<file path="src/rtl/memtape_pkg.sv">
package memtape_pkg;

  localparam logic [2:0] OPC_STORE_B = 3'd0;
  localparam logic [2:0] OPC_STORE_W = 3'd1;
  localparam logic [2:0] OPC_LOAD_B  = 3'd2;
  localparam logic [2:0] OPC_LOAD_W  = 3'd3;
  localparam logic [2:0] OPC_TAPE_RD = 3'd4;

  typedef enum logic [2:0] {
    ACT_NONE,
    ACT_STORE_B,
    ACT_STORE_W,
    ACT_LOAD_B,
    ACT_LOAD_W,
    ACT_TAPE
  } act_e;

  function automatic act_e decode_op(input logic [2:0] code);
    act_e a;
    case (code)
      OPC_STORE_B: a = ACT_STORE_B;
      OPC_STORE_W: a = ACT_STORE_W;
      OPC_LOAD_B:  a = ACT_LOAD_B;
      OPC_LOAD_W:  a = ACT_LOAD_W;
      OPC_TAPE_RD: a = ACT_TAPE;
      default:     a = ACT_NONE;
    endcase
    return a;
  endfunction

endpackage

</file>
<file path="src/rtl/memtape_addr.sv">
module memtape_addr #(
  parameter int W         = 32,
  parameter int MEM_BYTES = 256
) (
  input  logic                         addr_sel,
  input  logic [W-1:0]                 imm_addr,
  input  logic [W-1:0]                 reg_addr,
  input  logic                         is_word,
  output logic [$clog2(MEM_BYTES)-1:0] phys_addr,
  output logic                         fault
);
  localparam int NB = W / 8;
  localparam int AW = $clog2(MEM_BYTES);
  localparam logic [W-1:0] LANE_MASK = W'(NB - 1);
  localparam logic [W-1:0] LIMIT     = W'(MEM_BYTES);

  logic [W-1:0] eff_addr;
  logic         beyond;
  logic         unaligned;

  // absolute addressing only: one source or the other, no offset adder
  always_comb begin
    eff_addr  = addr_sel ? reg_addr : imm_addr;
    beyond    = (eff_addr >= LIMIT);
    unaligned = is_word && ((eff_addr & LANE_MASK) != '0);
    fault     = beyond || unaligned;
    phys_addr = eff_addr[AW-1:0];
  end

endmodule

</file>
<file path="src/rtl/memtape_bytes.sv">
module memtape_bytes #(
  parameter int W         = 32,
  parameter int MEM_BYTES = 256
) (
  input  logic                         clk,
  input  logic                         rst_n,
  input  logic                         wr_en,
  input  logic                         wr_word,
  input  logic [$clog2(MEM_BYTES)-1:0] addr,
  input  logic [W-1:0]                 wr_data,
  output logic [7:0]                   rd_byte,
  output logic [W-1:0]                 rd_word
);
  localparam int NB = W / 8;
  localparam int AW = $clog2(MEM_BYTES);
  localparam logic [AW-1:0] LANE_MASK = AW'(NB - 1);

  logic [7:0]    mem_q [MEM_BYTES];
  logic [7:0]    mem_d [MEM_BYTES];
  logic [AW-1:0] base_addr;

  assign base_addr = addr & ~LANE_MASK;

  // next-state: byte store touches one entry, word store touches NB lanes
  always_comb begin
    mem_d = mem_q;
    if (wr_word) begin
      for (int lane = 0; lane < NB; lane++) begin
        mem_d[base_addr + AW'(lane)] = wr_data[8*lane +: 8];
      end
    end else begin
      mem_d[addr] = wr_data[7:0];
    end
  end

  always_ff @(posedge clk or negedge rst_n) begin
    if (!rst_n) begin
      for (int i = 0; i < MEM_BYTES; i++) begin
        mem_q[i] <= 8'h00;
      end
    end else if (wr_en) begin
      mem_q <= mem_d;
    end
  end

  assign rd_byte = mem_q[addr];

  // word read: one lane mux per byte of the word, low address in low lane
  for (genvar g = 0; g < NB; g++) begin : g_lane
    assign rd_word[8*g +: 8] = mem_q[base_addr + AW'(g)];
  end

endmodule

</file>
<file path="src/rtl/memtape_tape.sv">
module memtape_tape #(
  parameter int W = 32
) (
  input  logic         req,
  input  logic         tape_valid,
  input  logic [W-1:0] tape_data,
  output logic         pop,
  output logic [W-1:0] word,
  output logic         empty
);
  // an exhausted tape never stalls: it answers zero with the flag set
  always_comb begin
    pop   = req && tape_valid;
    empty = req && !tape_valid;
    word  = pop ? tape_data : '0;
  end

endmodule

</file>
<file path="src/rtl/memtape_unit.sv">
module memtape_unit
  import memtape_pkg::*;
#(
  parameter int W         = 32,
  parameter int MEM_BYTES = 256
) (
  input  logic         clk,
  input  logic         rst_n,
  input  logic         op_valid,
  input  logic [2:0]   op_code,
  input  logic         addr_sel,
  input  logic [W-1:0] imm_addr,
  input  logic [W-1:0] reg_addr,
  input  logic [W-1:0] store_data,
  input  logic         tape_valid,
  input  logic [W-1:0] tape_data,
  output logic         tape_pop,
  output logic         res_valid,
  output logic [W-1:0] res_data,
  output logic         res_flag
);
  localparam int AW = $clog2(MEM_BYTES);

  act_e          act;
  logic          is_word;
  logic          is_store;
  logic          addr_fault;
  logic [AW-1:0] phys_addr;
  logic          wr_en;
  logic [7:0]    rd_byte;
  logic [W-1:0]  rd_word;
  logic [W-1:0]  tape_word;
  logic          tape_empty;

  logic          valid_d, valid_q;
  logic [W-1:0]  data_d, data_q;
  logic          flag_d, flag_q;

  assign act      = op_valid ? decode_op(op_code) : ACT_NONE;
  assign is_word  = (act == ACT_STORE_W) || (act == ACT_LOAD_W);
  assign is_store = (act == ACT_STORE_B) || (act == ACT_STORE_W);
  assign wr_en    = is_store && !addr_fault;

  memtape_addr #(.W(W), .MEM_BYTES(MEM_BYTES)) u_addr (
    .addr_sel  (addr_sel),
    .imm_addr  (imm_addr),
    .reg_addr  (reg_addr),
    .is_word   (is_word),
    .phys_addr (phys_addr),
    .fault     (addr_fault)
  );

  memtape_bytes #(.W(W), .MEM_BYTES(MEM_BYTES)) u_mem (
    .clk     (clk),
    .rst_n   (rst_n),
    .wr_en   (wr_en),
    .wr_word (act == ACT_STORE_W),
    .addr    (phys_addr),
    .wr_data (store_data),
    .rd_byte (rd_byte),
    .rd_word (rd_word)
  );

  memtape_tape #(.W(W)) u_tape (
    .req        (act == ACT_TAPE),
    .tape_valid (tape_valid),
    .tape_data  (tape_data),
    .pop        (tape_pop),
    .word       (tape_word),
    .empty      (tape_empty)
  );

  // result next-state
  always_comb begin
    valid_d = op_valid;
    data_d  = '0;
    flag_d  = 1'b0;
    case (act)
      ACT_STORE_B, ACT_STORE_W: begin
        flag_d = addr_fault;
      end
      ACT_LOAD_B: begin
        flag_d = addr_fault;
        data_d = addr_fault ? '0 : W'(rd_byte);
      end
      ACT_LOAD_W: begin
        flag_d = addr_fault;
        data_d = addr_fault ? '0 : rd_word;
      end
      ACT_TAPE: begin
        flag_d = tape_empty;
        data_d = tape_word;
      end
      default: begin
        data_d = '0;
        flag_d = 1'b0;
      end
    endcase
  end

  always_ff @(posedge clk or negedge rst_n) begin
    if (!rst_n) begin
      valid_q <= 1'b0;
    end else begin
      valid_q <= valid_d;
    end
  end

  always_ff @(posedge clk or negedge rst_n) begin
    if (!rst_n) begin
      data_q <= '0;
      flag_q <= 1'b0;
    end else if (op_valid) begin
      data_q <= data_d;
      flag_q <= flag_d;
    end
  end

  assign res_valid = valid_q;
  assign res_data  = data_q;
  assign res_flag  = flag_q;

endmodule

</file>
<file path="config.mk">
export PLATFORM = sky130hd
export DESIGN_NAME = memtape_unit
export DESIGN_NICKNAME = d
export VERILOG_FILES = /design/src/rtl/memtape_pkg.sv /design/src/rtl/memtape_addr.sv /design/src/rtl/memtape_bytes.sv /design/src/rtl/memtape_tape.sv /design/src/rtl/memtape_unit.sv
export SDC_FILE = /design/constraint.sdc
export NUM_CORES = 2
export LEC_CHECK = 0
export CORE_MARGIN = 2
export CORE_UTILIZATION = 35
export CTS_CLUSTER_SIZE = 24
export DETAILED_ROUTE_END_ITERATION = 6
export PLACE_DENSITY = 0.57
export SLEW_MARGIN = 20
export SYNTH_ARGS = -nofsm -noshare
export SYNTH_HDL_FRONTEND = slang
export SYNTH_HIERARCHICAL = 1
export SYNTH_SLANG_ARGS = --single-unit
</file>
<file path="constraint.sdc">
create_clock -name clk -period 2.6 [get_ports clk]
set_input_delay 0.26 -clock clk [delete_from_list [all_inputs] [get_ports clk]]
set_output_delay 0.26 -clock clk [all_outputs]
set_load 0.01 [all_outputs]
</file>
==> reports/metrics.yaml <==
final_layout:
  fillCellCount: 26852
  seqCellArea_mm2: 0.0521
  multi_input_area_mm2: 0.0539
  layout-drive-gt1-share_pct: 44.1
  final_nets: 11296
  syn_to_final_growth_pct: 38.5
  design_area_mm2: 0.149
yosys:
  synth-async-reset-ratio_pct: 100
  synth-seq-area-share_pct: 48.6
  synth-seq-cells: 2082
  synth.area.top_cells: "dfrtp_1 49%, mux4_2 22%, o21ai_0 7.2%"
  synth_area_mm2: 0.107
  syn-mean-instance-area_um2: 12.0
  yosysWarnings: 6
  yosysTopAreaCellShare_pct: 48.6
  synth_flop_cell: "dfrtp_1"
  synthCells: 8911
  synth_largest_area_cell: "dfrtp_1"
  synth_edf_count: 0
  synthesis.nets: 9047
  yosys.cell_types.count: 67
die:
  die_area_mm2: 0.311
  num_io_pins: 171
  start_util_pct: 35.1
  die_h_um: 558
  design.core.area_mm2: 0.305
  die_w_um: 558
  rows: 203
timing:
  finalWorstSetupSlack_ps: -417
  slew_headroom_pct: 31.2
  fin_crit_ps: 3020
  rsz0062_at_grt: "true"
  final.hold.worst_slack_ps: 4.64
  tns_ps: -9220
  slew_viol_final: 0
  max_slew.worst_pin.slew_ps: 1030
  fin_crit_sh_pct: 116
  skew_ps: 85.2
  fmax_ghz: 0.331
  finalSetupViolations: 32
  hold_viol: 0
global_route:
  met2_usage_pct: 50.3
  grt_max_degree: 157
  grt_pass1_wl_um: 747000
  overflow: 0
  grt_usage_pct: 34.5
  grt_pass1_vias: 92989
  antenna_found_initial: 48
  use_met3_pct: 10.3
  grt-busiest-layer: "met2"
  met1_usage_pct: 44.1
min_path:
  hold_class: "input pin to flip-flop"
  hold_path.startpoint: "store_data[3]"
route:
  via_per_inst: 6.10
  first_pass_iters: 6
  ant_nets: 0
  wl_per_cell_um: 35.1
  vias: 94273
  dr.first_iter.drc_count: 11812
  routed_wl_um: 543000
  drc: 0
power:
  power.density_mw_per_mm2: 525
  p_leak_uw: 0.0657
  fin_total_pwr_uw: 78100
  peakVddDrop_mv: 0.591
critical_path:
  crit_path_start: "addr_sel"
  worstPathRequired_ps: 3450
  worstPathMaxFanout: 8
  reg2reg_from: "u_mem/mem_q[317]"
  start_kind: "input pin"
  crit_type: "input pin to flip-flop"
  critPathArrivalTime_ps: 3870
  end_kind: "flip-flop"
flow_run:
  drv_cap: 0
status:
  violations: "negative setup slack"
  status: "complete, but fails checks"
clock_network:
  tritoncts: "done"
  clkLatencyLatePin_ps: 970
  cts_max_path_buffers: 4
  htreeDepth: 4
  cts_root_buf: "clkbuf_16"
  cts_sinks: 2082
  cts_made_buffers: 236
  path_clk_slew_ps: 70
placed_design:
  portBuffers: 170
  place_congestion: 1.07
  hpwlAfterDp_um: 391000
  placed_area_mm2: 0.134
## critical path, stage by stage
cell,delay (ps)
buf_12,100
buf_4,130
mux2_8,400
buf_16,190
buf_16,200
bufbuf_16,290
mux4_2,290
a22oi_2,230
a21oi_4,120
o41ai_4,550
buf_4,220
nand4_1,200
mux2_4,330
a221o_1,290
## report_power, final
group | switching [µW] | internal, µW | total [µW]
combinational | 5670 | 3930 | 9600
sequential | 2.92 | 32400 | 32400
clock | 14900 | 21200 | 36000
## sequential cells by signal (all words and copies together), names as in the netlist
name         cells
u_mem/mem_q   2048
res_flag         1
res_valid        1
res_data        32
## cells in the mapped netlist (11+ instances only)
master	instances
buf_2	153
buf_1	50
nand2_1	1806
a22oi_1	362
nand4_1	26
buf_6	25
nor2b_1	48
a21oi_1	131
clkbuf_1	570
mux2_2	539
a221o_1	36
nor3_1	35
nor2_1	60
nand3_1	25
dfrtp_1	2082
mux2i_1	92
buf_4	30
mux4_2	1033
o21ai_0	1546
o22ai_1	31
and3_2	23
a22o_1	19
a221oi_1	11
o41ai_1	32
## stage by stage
stage,utilization [%],cells,setup WS (ps)
2_1_floorplan,-,8911,-460
3_3_place_gp,44.0,14777,-2700
3_5_place_dp,44.0,14781,-2120
4_1_cts,48.2,15375,-335
5_1_grt,48.7,15456,-394
6_report,48.7,15465,-417
## worst paths after layout
path	slack, ps	cells past startpoint	endpoint
setup / recovery	-420	14	res_data[5]
hold / removal	5	3	u_mem/mem_q[1307]
setup reg to reg	-330	8	res_data[5]
hold reg to reg	490	2	u_mem/mem_q[161]
max in group asynchronous	1370	4	u_mem/mem_q[243]
min in group asynchronous	130	3	u_mem/mem_q[947]
## layout make-up
cell class / instances / area share, %
flip-flops and latches: 2082 / 35.1
repair buffers: 2841 / 19.6
inverters: 1 / 0.00253
well taps: 4100 / 3.45
multi-input cells: 5998 / 36.3
diodes: 13 / 0.0219
clock inverters: 102 / 1.00
clock buffers: 328 / 4.54
## per-layer routing
metal / wire [µm] / vias up
met3: 64000 / 1433
li1: - / 37948
met2: 232000 / 6067
met4: 44200 / 26
met5: 180 / -
met1: 202000 / 48799
## cells by family after synthesis
family	Yosys count	synth area share (%)
flip-flops	2082	48.6
AO/OA/AOI/OAI	2222	11.8
buffers and inverters	832	3.37
AND/OR/NAND/NOR	2103	7.98
multiplexers	1672	28.3
## layout by cell type (no fill, tap or decap), types with 134 or more instances in the layout
master / Yosys / routed
clkdlybuf4s50_1: 0 / 152
clkbuf_16: 0 / 245
buf_12: 0 / 441
mux4_2: 1033 / 1033
dfrtp_1: 2082 / 2081
buf_4: 30 / 2069
nand2_1: 1806 / 1797
a22oi_1: 362 / 228
mux2_2: 539 / 528
a22oi_2: 0 / 134
o21ai_0: 1546 / 1543
## timing repair
action                     4_1_cts  5_1_grt
setup endpoints to repair       64      508
cloned                          33       10
pin swaps                      122       84
buffers inserted               134       78
hold endpoints to repair      1677        0
hold buffers                     4        0
gates resized for setup        433      134
Note: power is estimated with default switching activity, not from simulation.
